File: src/rtl/phy_indirect_access_pkg.sv
package phy_indirect_access_pkg;

  localparam int REG_W  = 16;
  localparam int BUS_DW = 32;
  localparam int DEV_W  = 5;

  localparam logic [REG_W-1:0] REG_CMD  = 16'h80A0;
  localparam logic [REG_W-1:0] REG_ADR  = 16'h80A1;
  localparam logic [REG_W-1:0] REG_DAT  = 16'h80A2;

  localparam logic [BUS_DW-1:0] CMD_GO    = 32'h0000_0001;
  localparam logic [BUS_DW-1:0] CMD_GO_WR = 32'h0000_0003;

  typedef enum logic [1:0] {
    ST_IDLE,
    ST_PAGE,
    ST_ACC
  } eng_state_t;

  typedef enum logic [2:0] {
    SP_POLL_PRE,
    SP_ADDR,
    SP_DATA,
    SP_CMD,
    SP_POLL_POST,
    SP_FETCH
  } eng_step_t;

  function automatic logic [REG_W-1:0] step_reg(eng_step_t s);
    case (s)
      SP_ADDR:  step_reg = REG_ADR;
      SP_DATA:  step_reg = REG_DAT;
      SP_FETCH: step_reg = REG_DAT;
      default:  step_reg = REG_CMD;
    endcase
  endfunction

endpackage

File: src/rtl/phy_indirect_map.sv
module phy_indirect_map
  import phy_indirect_access_pkg::*;
#(
  parameter int                NUM_PHY  = 6,
  parameter int                PHY_W    = 3,
  parameter int                ADDR_W   = 32,
  parameter logic [ADDR_W-1:0] BASE     = 32'hA000_0000,
  parameter logic [ADDR_W-1:0] STRIDE   = 32'h0000_1000,
  parameter logic [ADDR_W-1:0] PAGE_OFS = 32'h0000_0800,
  parameter int                DEV_STD  = 5,
  parameter int                DEV_ALT  = 31,
  parameter int                ALT_PHY  = 5
) (
  input  logic [PHY_W-1:0]  phy_idx,
  input  logic [REG_W-1:0]  reg_addr,
  output logic [ADDR_W-1:0] page_addr,
  output logic [BUS_DW-1:0] page_val,
  output logic [ADDR_W-1:0] win_addr
);

  localparam int PAD_PAGE = BUS_DW - DEV_W - 7;
  localparam int PAD_WIN  = ADDR_W - 11;

  logic [ADDR_W-1:0] base_tbl [NUM_PHY];
  logic [ADDR_W-1:0] sel_base;
  logic [DEV_W-1:0]  dev;

  for (genvar g = 0; g < NUM_PHY; g++) begin : g_base
    assign base_tbl[g] = BASE + ADDR_W'(g) * STRIDE;
  end

  always_comb begin
    sel_base = BASE;
    for (int k = 0; k < NUM_PHY; k++) begin
      if (phy_idx == PHY_W'(k)) sel_base = base_tbl[k];
    end
  end

  assign dev       = (phy_idx == PHY_W'(ALT_PHY)) ? DEV_W'(DEV_ALT) : DEV_W'(DEV_STD);
  assign page_addr = sel_base + PAGE_OFS;
  assign page_val  = {{PAD_PAGE{1'b0}}, dev, reg_addr[15:9]};
  assign win_addr  = sel_base + {{PAD_WIN{1'b0}}, reg_addr[8:0], 2'b00};

endmodule

File: src/rtl/phy_indirect_poll_timer.sv
module phy_indirect_poll_timer #(
  parameter int LIMIT = 1000
) (
  input  logic clk,
  input  logic rst,
  input  logic clr,
  input  logic busy_seen,
  output logic at_limit
);

  localparam int CW = $clog2(LIMIT + 1);

  logic [CW-1:0] cnt;

  always_ff @(posedge clk) begin
    if (rst || clr) cnt <= '0;
    else if (busy_seen) cnt <= cnt + 1'b1;
  end

  assign at_limit = (cnt == CW'(LIMIT - 1));

  // the busy count never reaches the limit without being cleared
  p_cnt_bound_r8: assert property (@(posedge clk) disable iff (rst)
    cnt < CW'(LIMIT));

endmodule

File: src/rtl/phy_indirect_seq.sv
module phy_indirect_seq
  import phy_indirect_access_pkg::*;
#(
  parameter int PHY_W  = 3,
  parameter int ADDR_W = 32
) (
  input  logic              clk,
  input  logic              rst,
  input  logic              req_valid,
  output logic              req_ready,
  input  logic              req_write,
  input  logic [PHY_W-1:0]  req_phy,
  input  logic [REG_W-1:0]  req_addr,
  input  logic [REG_W-1:0]  req_wdata,
  output logic              rsp_done,
  output logic              rsp_err,
  output logic [BUS_DW-1:0] rsp_rdata,
  output logic              bus_req,
  output logic              bus_we,
  output logic [ADDR_W-1:0] bus_addr,
  output logic [BUS_DW-1:0] bus_wdata,
  input  logic              bus_ack,
  input  logic [BUS_DW-1:0] bus_rdata,
  output logic [PHY_W-1:0]  map_phy,
  output logic [REG_W-1:0]  map_reg,
  input  logic [ADDR_W-1:0] page_addr,
  input  logic [BUS_DW-1:0] page_val,
  input  logic [ADDR_W-1:0] win_addr,
  output logic              tm_clr,
  output logic              tm_busy,
  input  logic              tm_at_limit
);

  eng_state_t        state;
  eng_step_t         step, nxt_step;
  logic              lat_write;
  logic [PHY_W-1:0]  lat_phy;
  logic [REG_W-1:0]  lat_addr, lat_wdata;
  logic              go_page, go_acc, finish, fail;
  logic              acc_we;
  logic [BUS_DW-1:0] acc_wdata;

  always_comb begin
    nxt_step = step;
    go_page  = 1'b0;
    go_acc   = 1'b0;
    finish   = 1'b0;
    fail     = 1'b0;
    tm_clr   = 1'b0;
    tm_busy  = 1'b0;
    case (state)
      ST_IDLE: if (req_valid) begin
        nxt_step = SP_POLL_PRE;
        go_page  = 1'b1;
        tm_clr   = 1'b1;
      end
      ST_PAGE: if (bus_ack) go_acc = 1'b1;
      ST_ACC: if (bus_ack) begin
        case (step)
          SP_POLL_PRE, SP_POLL_POST: begin
            if (bus_rdata[0]) begin
              tm_busy = 1'b1;
              if (tm_at_limit) begin
                fail   = 1'b1;
                tm_clr = 1'b1;
              end else begin
                go_page = 1'b1;
              end
            end else begin
              tm_clr   = 1'b1;
              go_page  = 1'b1;
              nxt_step = (step == SP_POLL_PRE) ? SP_ADDR : SP_FETCH;
            end
          end
          SP_ADDR: begin
            go_page  = 1'b1;
            nxt_step = lat_write ? SP_DATA : SP_CMD;
          end
          SP_DATA: begin
            go_page  = 1'b1;
            nxt_step = SP_CMD;
          end
          SP_CMD: begin
            if (lat_write) finish = 1'b1;
            else begin
              go_page  = 1'b1;
              nxt_step = SP_POLL_POST;
            end
          end
          default: finish = 1'b1;
        endcase
      end
      default: ;
    endcase
  end

  assign map_phy = (state == ST_IDLE) ? req_phy : lat_phy;
  assign map_reg = step_reg(nxt_step);

  always_comb begin
    acc_we    = 1'b0;
    acc_wdata = '0;
    case (step)
      SP_ADDR: begin acc_we = 1'b1; acc_wdata = {{(BUS_DW-REG_W){1'b0}}, lat_addr};  end
      SP_DATA: begin acc_we = 1'b1; acc_wdata = {{(BUS_DW-REG_W){1'b0}}, lat_wdata}; end
      SP_CMD:  begin acc_we = 1'b1; acc_wdata = lat_write ? CMD_GO_WR : CMD_GO;      end
      default: ;
    endcase
  end

  always_ff @(posedge clk) begin
    if (rst) begin
      state     <= ST_IDLE;
      step      <= SP_POLL_PRE;
      lat_write <= 1'b0;
      lat_phy   <= '0;
      lat_addr  <= '0;
      lat_wdata <= '0;
      req_ready <= 1'b1;
      rsp_done  <= 1'b0;
      rsp_err   <= 1'b0;
      rsp_rdata <= '0;
      bus_req   <= 1'b0;
      bus_we    <= 1'b0;
      bus_addr  <= '0;
      bus_wdata <= '0;
    end else begin
      rsp_done <= 1'b0;
      rsp_err  <= 1'b0;
      step     <= nxt_step;
      if (state == ST_IDLE && req_valid) begin
        lat_write <= req_write;
        lat_phy   <= req_phy;
        lat_addr  <= req_addr;
        lat_wdata <= req_wdata;
      end
      if (go_page) begin
        state     <= ST_PAGE;
        req_ready <= 1'b0;
        bus_req   <= 1'b1;
        bus_we    <= 1'b1;
        bus_addr  <= page_addr;
        bus_wdata <= page_val;
      end else if (go_acc) begin
        state     <= ST_ACC;
        bus_req   <= 1'b1;
        bus_we    <= acc_we;
        bus_addr  <= win_addr;
        bus_wdata <= acc_wdata;
      end else if (finish || fail) begin
        state     <= ST_IDLE;
        req_ready <= 1'b1;
        bus_req   <= 1'b0;
        bus_we    <= 1'b0;
        rsp_done  <= 1'b1;
        rsp_err   <= fail;
        if (step == SP_FETCH) rsp_rdata <= bus_rdata;
      end
    end
  end

  // a raised request holds its fields until acknowledged
  p_bus_hold_r10: assert property (@(posedge clk) disable iff (rst)
    (bus_req && !bus_ack) |=> (bus_req && $stable(bus_addr) && $stable(bus_we) && $stable(bus_wdata)));

  // acceptance drops ready and starts bus traffic
  p_accept_r9: assert property (@(posedge clk) disable iff (rst)
    (req_valid && req_ready) |=> (!req_ready && bus_req));

  // no bus traffic while idle
  p_idle_quiet_r9: assert property (@(posedge clk) disable iff (rst)
    req_ready |-> !bus_req);

  // completion is a single-cycle pulse
  p_done_pulse_r9: assert property (@(posedge clk) disable iff (rst)
    rsp_done |=> !rsp_done);

  // error only reported with completion
  p_err_with_done_r8: assert property (@(posedge clk) disable iff (rst)
    rsp_err |-> rsp_done);

  // after a window access completes, any next transaction is a page write
  p_page_follows_r2: assert property (@(posedge clk) disable iff (rst)
    (bus_req && bus_ack && state == ST_ACC) |=> (!bus_req || bus_we));

endmodule

File: src/rtl/phy_indirect_access.sv
module phy_indirect_access
  import phy_indirect_access_pkg::*;
#(
  parameter int                NUM_PHY    = 6,
  parameter int                PHY_W      = $clog2(NUM_PHY),
  parameter int                ADDR_W     = 32,
  parameter logic [ADDR_W-1:0] BASE       = 32'hA000_0000,
  parameter logic [ADDR_W-1:0] STRIDE     = 32'h0000_1000,
  parameter logic [ADDR_W-1:0] PAGE_OFS   = 32'h0000_0800,
  parameter int                DEV_STD    = 5,
  parameter int                DEV_ALT    = 31,
  parameter int                ALT_PHY    = 5,
  parameter int                POLL_LIMIT = 1000
) (
  input  logic              clk,
  input  logic              rst,
  input  logic              req_valid,
  output logic              req_ready,
  input  logic              req_write,
  input  logic [PHY_W-1:0]  req_phy,
  input  logic [15:0]       req_addr,
  input  logic [15:0]       req_wdata,
  output logic              rsp_done,
  output logic              rsp_err,
  output logic [31:0]       rsp_rdata,
  output logic              bus_req,
  output logic              bus_we,
  output logic [ADDR_W-1:0] bus_addr,
  output logic [31:0]       bus_wdata,
  input  logic              bus_ack,
  input  logic [31:0]       bus_rdata
);

  logic [PHY_W-1:0]  map_phy;
  logic [REG_W-1:0]  map_reg;
  logic [ADDR_W-1:0] page_addr, win_addr;
  logic [BUS_DW-1:0] page_val;
  logic              tm_clr, tm_busy, tm_at_limit;

  phy_indirect_map #(
    .NUM_PHY (NUM_PHY), .PHY_W (PHY_W), .ADDR_W (ADDR_W),
    .BASE (BASE), .STRIDE (STRIDE), .PAGE_OFS (PAGE_OFS),
    .DEV_STD (DEV_STD), .DEV_ALT (DEV_ALT), .ALT_PHY (ALT_PHY)
  ) u_map (
    .phy_idx   (map_phy),
    .reg_addr  (map_reg),
    .page_addr (page_addr),
    .page_val  (page_val),
    .win_addr  (win_addr)
  );

  phy_indirect_poll_timer #(.LIMIT (POLL_LIMIT)) u_timer (
    .clk       (clk),
    .rst       (rst),
    .clr       (tm_clr),
    .busy_seen (tm_busy),
    .at_limit  (tm_at_limit)
  );

  phy_indirect_seq #(.PHY_W (PHY_W), .ADDR_W (ADDR_W)) u_seq (
    .clk         (clk),
    .rst         (rst),
    .req_valid   (req_valid),
    .req_ready   (req_ready),
    .req_write   (req_write),
    .req_phy     (req_phy),
    .req_addr    (req_addr),
    .req_wdata   (req_wdata),
    .rsp_done    (rsp_done),
    .rsp_err     (rsp_err),
    .rsp_rdata   (rsp_rdata),
    .bus_req     (bus_req),
    .bus_we      (bus_we),
    .bus_addr    (bus_addr),
    .bus_wdata   (bus_wdata),
    .bus_ack     (bus_ack),
    .bus_rdata   (bus_rdata),
    .map_phy     (map_phy),
    .map_reg     (map_reg),
    .page_addr   (page_addr),
    .page_val    (page_val),
    .win_addr    (win_addr),
    .tm_clr      (tm_clr),
    .tm_busy     (tm_busy),
    .tm_at_limit (tm_at_limit)
  );

endmodule

File: config.mk
export PLATFORM = sky130hd
export DESIGN_NAME = phy_indirect_access
export DESIGN_NICKNAME = d
export VERILOG_FILES = /design/src/rtl/phy_indirect_access_pkg.sv /design/src/rtl/phy_indirect_map.sv /design/src/rtl/phy_indirect_poll_timer.sv /design/src/rtl/phy_indirect_seq.sv /design/src/rtl/phy_indirect_access.sv
export SDC_FILE = /design/constraint.sdc
export NUM_CORES = 1
export LEC_CHECK = 0
export ABC_AREA = 1
export BUFFER_PORTS_ARGS = -buffer_cell sky130_fd_sc_hd__buf_2
export CAP_MARGIN = 30
export CORE_UTILIZATION = 50
export DETAILED_ROUTE_END_ITERATION = 16
export PLACE_DENSITY = 0.79
export SYNTH_ARGS = -nofsm -noshare
export SYNTH_HDL_FRONTEND = slang
export SYNTH_SLANG_ARGS = --single-unit
export TNS_END_PERCENT = 10
File: constraint.sdc
create_clock -name clk -period 2.75 [get_ports clk]
set_input_delay 0 -clock clk [delete_from_list [all_inputs] [get_ports clk]]
set_output_delay 0 -clock clk [all_outputs]
set_load 0.005 [all_outputs]
==> results.toml <==
[die]
dieWidth_um = 101.1
die-height_um = 101.1
start_util_pct = 52.40
dieArea_sq_um = 10220
fp-row-count = 35
ioPinCount = 173
core_area_sq_um = 9371

[setup_path]
critPathKind = "flip-flop to flip-flop"
worst-path-buf-inv = 0
worst_path_most_repeated_cell = "nand2_1"
r2r_slack_ns = 0.67
cp_slowest_stage_delay_ns = 0.50
required_ns = 3.05
cp_cell_sequence = "nor2_1 > nand2_2 > nand2_1 > o21ai_0 > a21oi_1 > nand2_1 > nand2_1 > nand2_1 > a21oi_1"
cp-start-kind = "flip-flop"
crit_family = "simple AND/OR/NAND/NOR gates"
slowest_stage = "nand2_2"
arrival_ns = 2.38
endpoint_kind = "flip-flop"
cp_max_fo = 43

[yosys]
ys_warn_count = 0
ys.flop_type = "dfxtp_1"
syn_area_sq_um = 4911
syn_avg_cell_area_sq_um = 7.734
synth-seq-cells = 112
synth-edff-count = 0
synthCells = 635
ys_seq_area_share_pct = 45.66
async_reset_ff_share_pct = 0
synth_cell_types = 37

[pwr]
pwr-share-seq_pct = 55.9
power_leakage_nw = 2.897
pwr-share-clk_pct = 30.4
p_int_w = 0.002264
vdd_drop_max_mv = 0.2583
switching_share_pct = 27.08
p_comb_share_pct = 13.8
power_density_nw_per_um2 = 491.2
p_sw_w = 0.0008407

[timing]
fin_tns_setup_ns = 0
finalCriticalPeriod_ns = 2.078
slew_violations = 0
clock.fmax_mhz = 481.2
tightest_slew_ns = 0.7166
hold_violations = 0
clock_skew_ns = 0.01585
fin_hold_ws_ns = 0.1750
setup-violations-final = 0
slew_headroom_pct = 52.06
period_share_pct = 75.58
rsz0062_at_grt = "false"

[clocking]
clkTransAtPathRegs_ns = 0.11
cts_hold_buf = 68
cts_resized = 0
cts-buffers-inserted = 9
cts.sinks = 112
htreeDepth = 3
clk_latency_ns = 0.37
cts_tree = "built"
cts_setup_buffers = 0
clock_path_buffers = 2
cts-root-buf = "clkbuf_8"

[drt]
dr.pass1.iters = 5
drt_iter0_drc = 251
drcViolationCount = 0
ant_nets = 0
routed_wl_um = 12830
via_count = 4723
routed_via_density = 4.956
wl_per_cell_um = 13.46

[global_route]
grt_pass1_wl_um = 19990
grt_antenna_before_repair = 0
grt_usage_pct = 24.89
grt_max_degree = 44
grt_pass1_vias = 4469
grt-ovfl-total = 0

[cells_and_area]
antenna_cells = 0
fin_nets = 892
area_delta_synth_final_pct = 28.69
final_util_pct = 67.44
largest_register = "u_seq.rsp_rdata"
drive_above_1_share_pct = 22.21
largest_reg_flops = 32
final_common_cell = "buf_2"
fillers = 743
mostFrequentLayoutCells = "buf_2 (134), dfxtp_1 (112), nand2_1 (96), a21oi_1 (77), dlygate4sd3_1 (68)"

[placed_design]
port_buffers = 134
dp_hpwl_um = 7949
gp_congestion = 0.8570

[outcome]
outcome = "complete, no violations"

[flow_run]
maxCapViolCount = 0

[hold_path]
hp-class = "primary input to flip-flop"
[logic make-up after synthesis]
logic type / share of synthesized area [%]
flip-flops: 45.66
adder cells (fa/ha/maj): 0.2547
AO/OA/AOI/OAI: 17.66
buffers and inverters: 15.01
XOR/XNOR: 0.3568
AND/OR/NAND/NOR: 20.99
other: 0.07636
[area by class of cell]
class                      instances  area [sq um]  share of cell area, %
clock buffer                      11         141.4                  2.237
clock inverter                     5         46.29                 0.7325
inverter                          70         262.8                  4.158
multi-input combinational        419          2077                  32.86
sequential                       112          2242                  35.48
tap                              129         161.4                  2.554
timing repair buffer             207          1389                  21.98
[per-stage QoR]
step	cell area [sq um]	cells	power [W]	setup slack [ns]
2_1_floorplan	5050	672	0.002026	1.150
3_3_place_gp	5451	869	0.002102	0.8773
3_5_place_dp	5451	869	0.002116	0.7575
4_1_cts	6320	953	0.003115	0.6850
5_1_grt	6320	953	0.003259	0.3841
6_report	6320	953	0.003105	0.6717
[final timing paths]
check / cells past startpoint / to / from
worst max register to register: 9 / u_seq.bus_addr[3] / u_seq.state[1]
worst max-delay path: 9 / u_seq.bus_addr[3] / u_seq.state[1]
worst min-delay path: 3 / u_seq.step[2] / rst
worst min register to register: 2 / u_seq.lat_phy[0] / u_seq.lat_phy[0]
[power by group through the flow]
| stage | combinational, W | sequential [W] | clock, W |
|---|---|---|---|
| floorplan | 0.000260 | 0.00177 | 0 |
| global placement | 0.000334 | 0.00177 | 0 |
| detailed placement | 0.000345 | 0.00177 | 0 |
| CTS | 0.000418 | 0.00173 | 0.000963 |
| global route | 0.000478 | 0.00174 | 0.00104 |
| finish | 0.000427 | 0.00173 | 0.000943 |
[layer usage]
layer  track usage (%)  vias up  part of all wire [%]
met2             46.31      182                    51
met4             9.810        0                   2.0
li1                  -     2373                     -
met3             5.340       23                   6.7
met1             27.46     2145                    41
met5                 0        -                     0
[cells in the mapped netlist (3+ instances only)]
cell      count  share of area, %
dfxtp_1     112                46
nand2_1      96               7.3
a21oi_1      77               7.8
inv_1        65               5.0
o21ai_0      51               5.2
nand3_1      47               4.8
nor2_1       43               3.3
buf_4        40               6.1
clkbuf_1     18               1.4
o22ai_1      11               1.4
buf_6         7               1.6
a22oi_1       5              0.76
nand2_2       5              0.64
nand4_1       5              0.64
nor3_1        5              0.51
o21bai_1      5              0.76
a21oi_2       4              0.71
buf_2         4              0.41
inv_2         4              0.31
a22o_1        3              0.54
nand2_4       3              0.69
nor2_2        3              0.38
[worst register-to-register path, cell delays in order, from the launching register on]
cell and delay, ns:
dfxtp_1 0.36, nor2_1 0.32, nand2_2 0.50, nand2_1 0.19
o21ai_0 0.16, a21oi_1 0.17, nand2_1 0.08, nand2_1 0.07
nand2_1 0.05, a21oi_1 0.11
No activity file was read; power rests on OpenSTA's default activity.
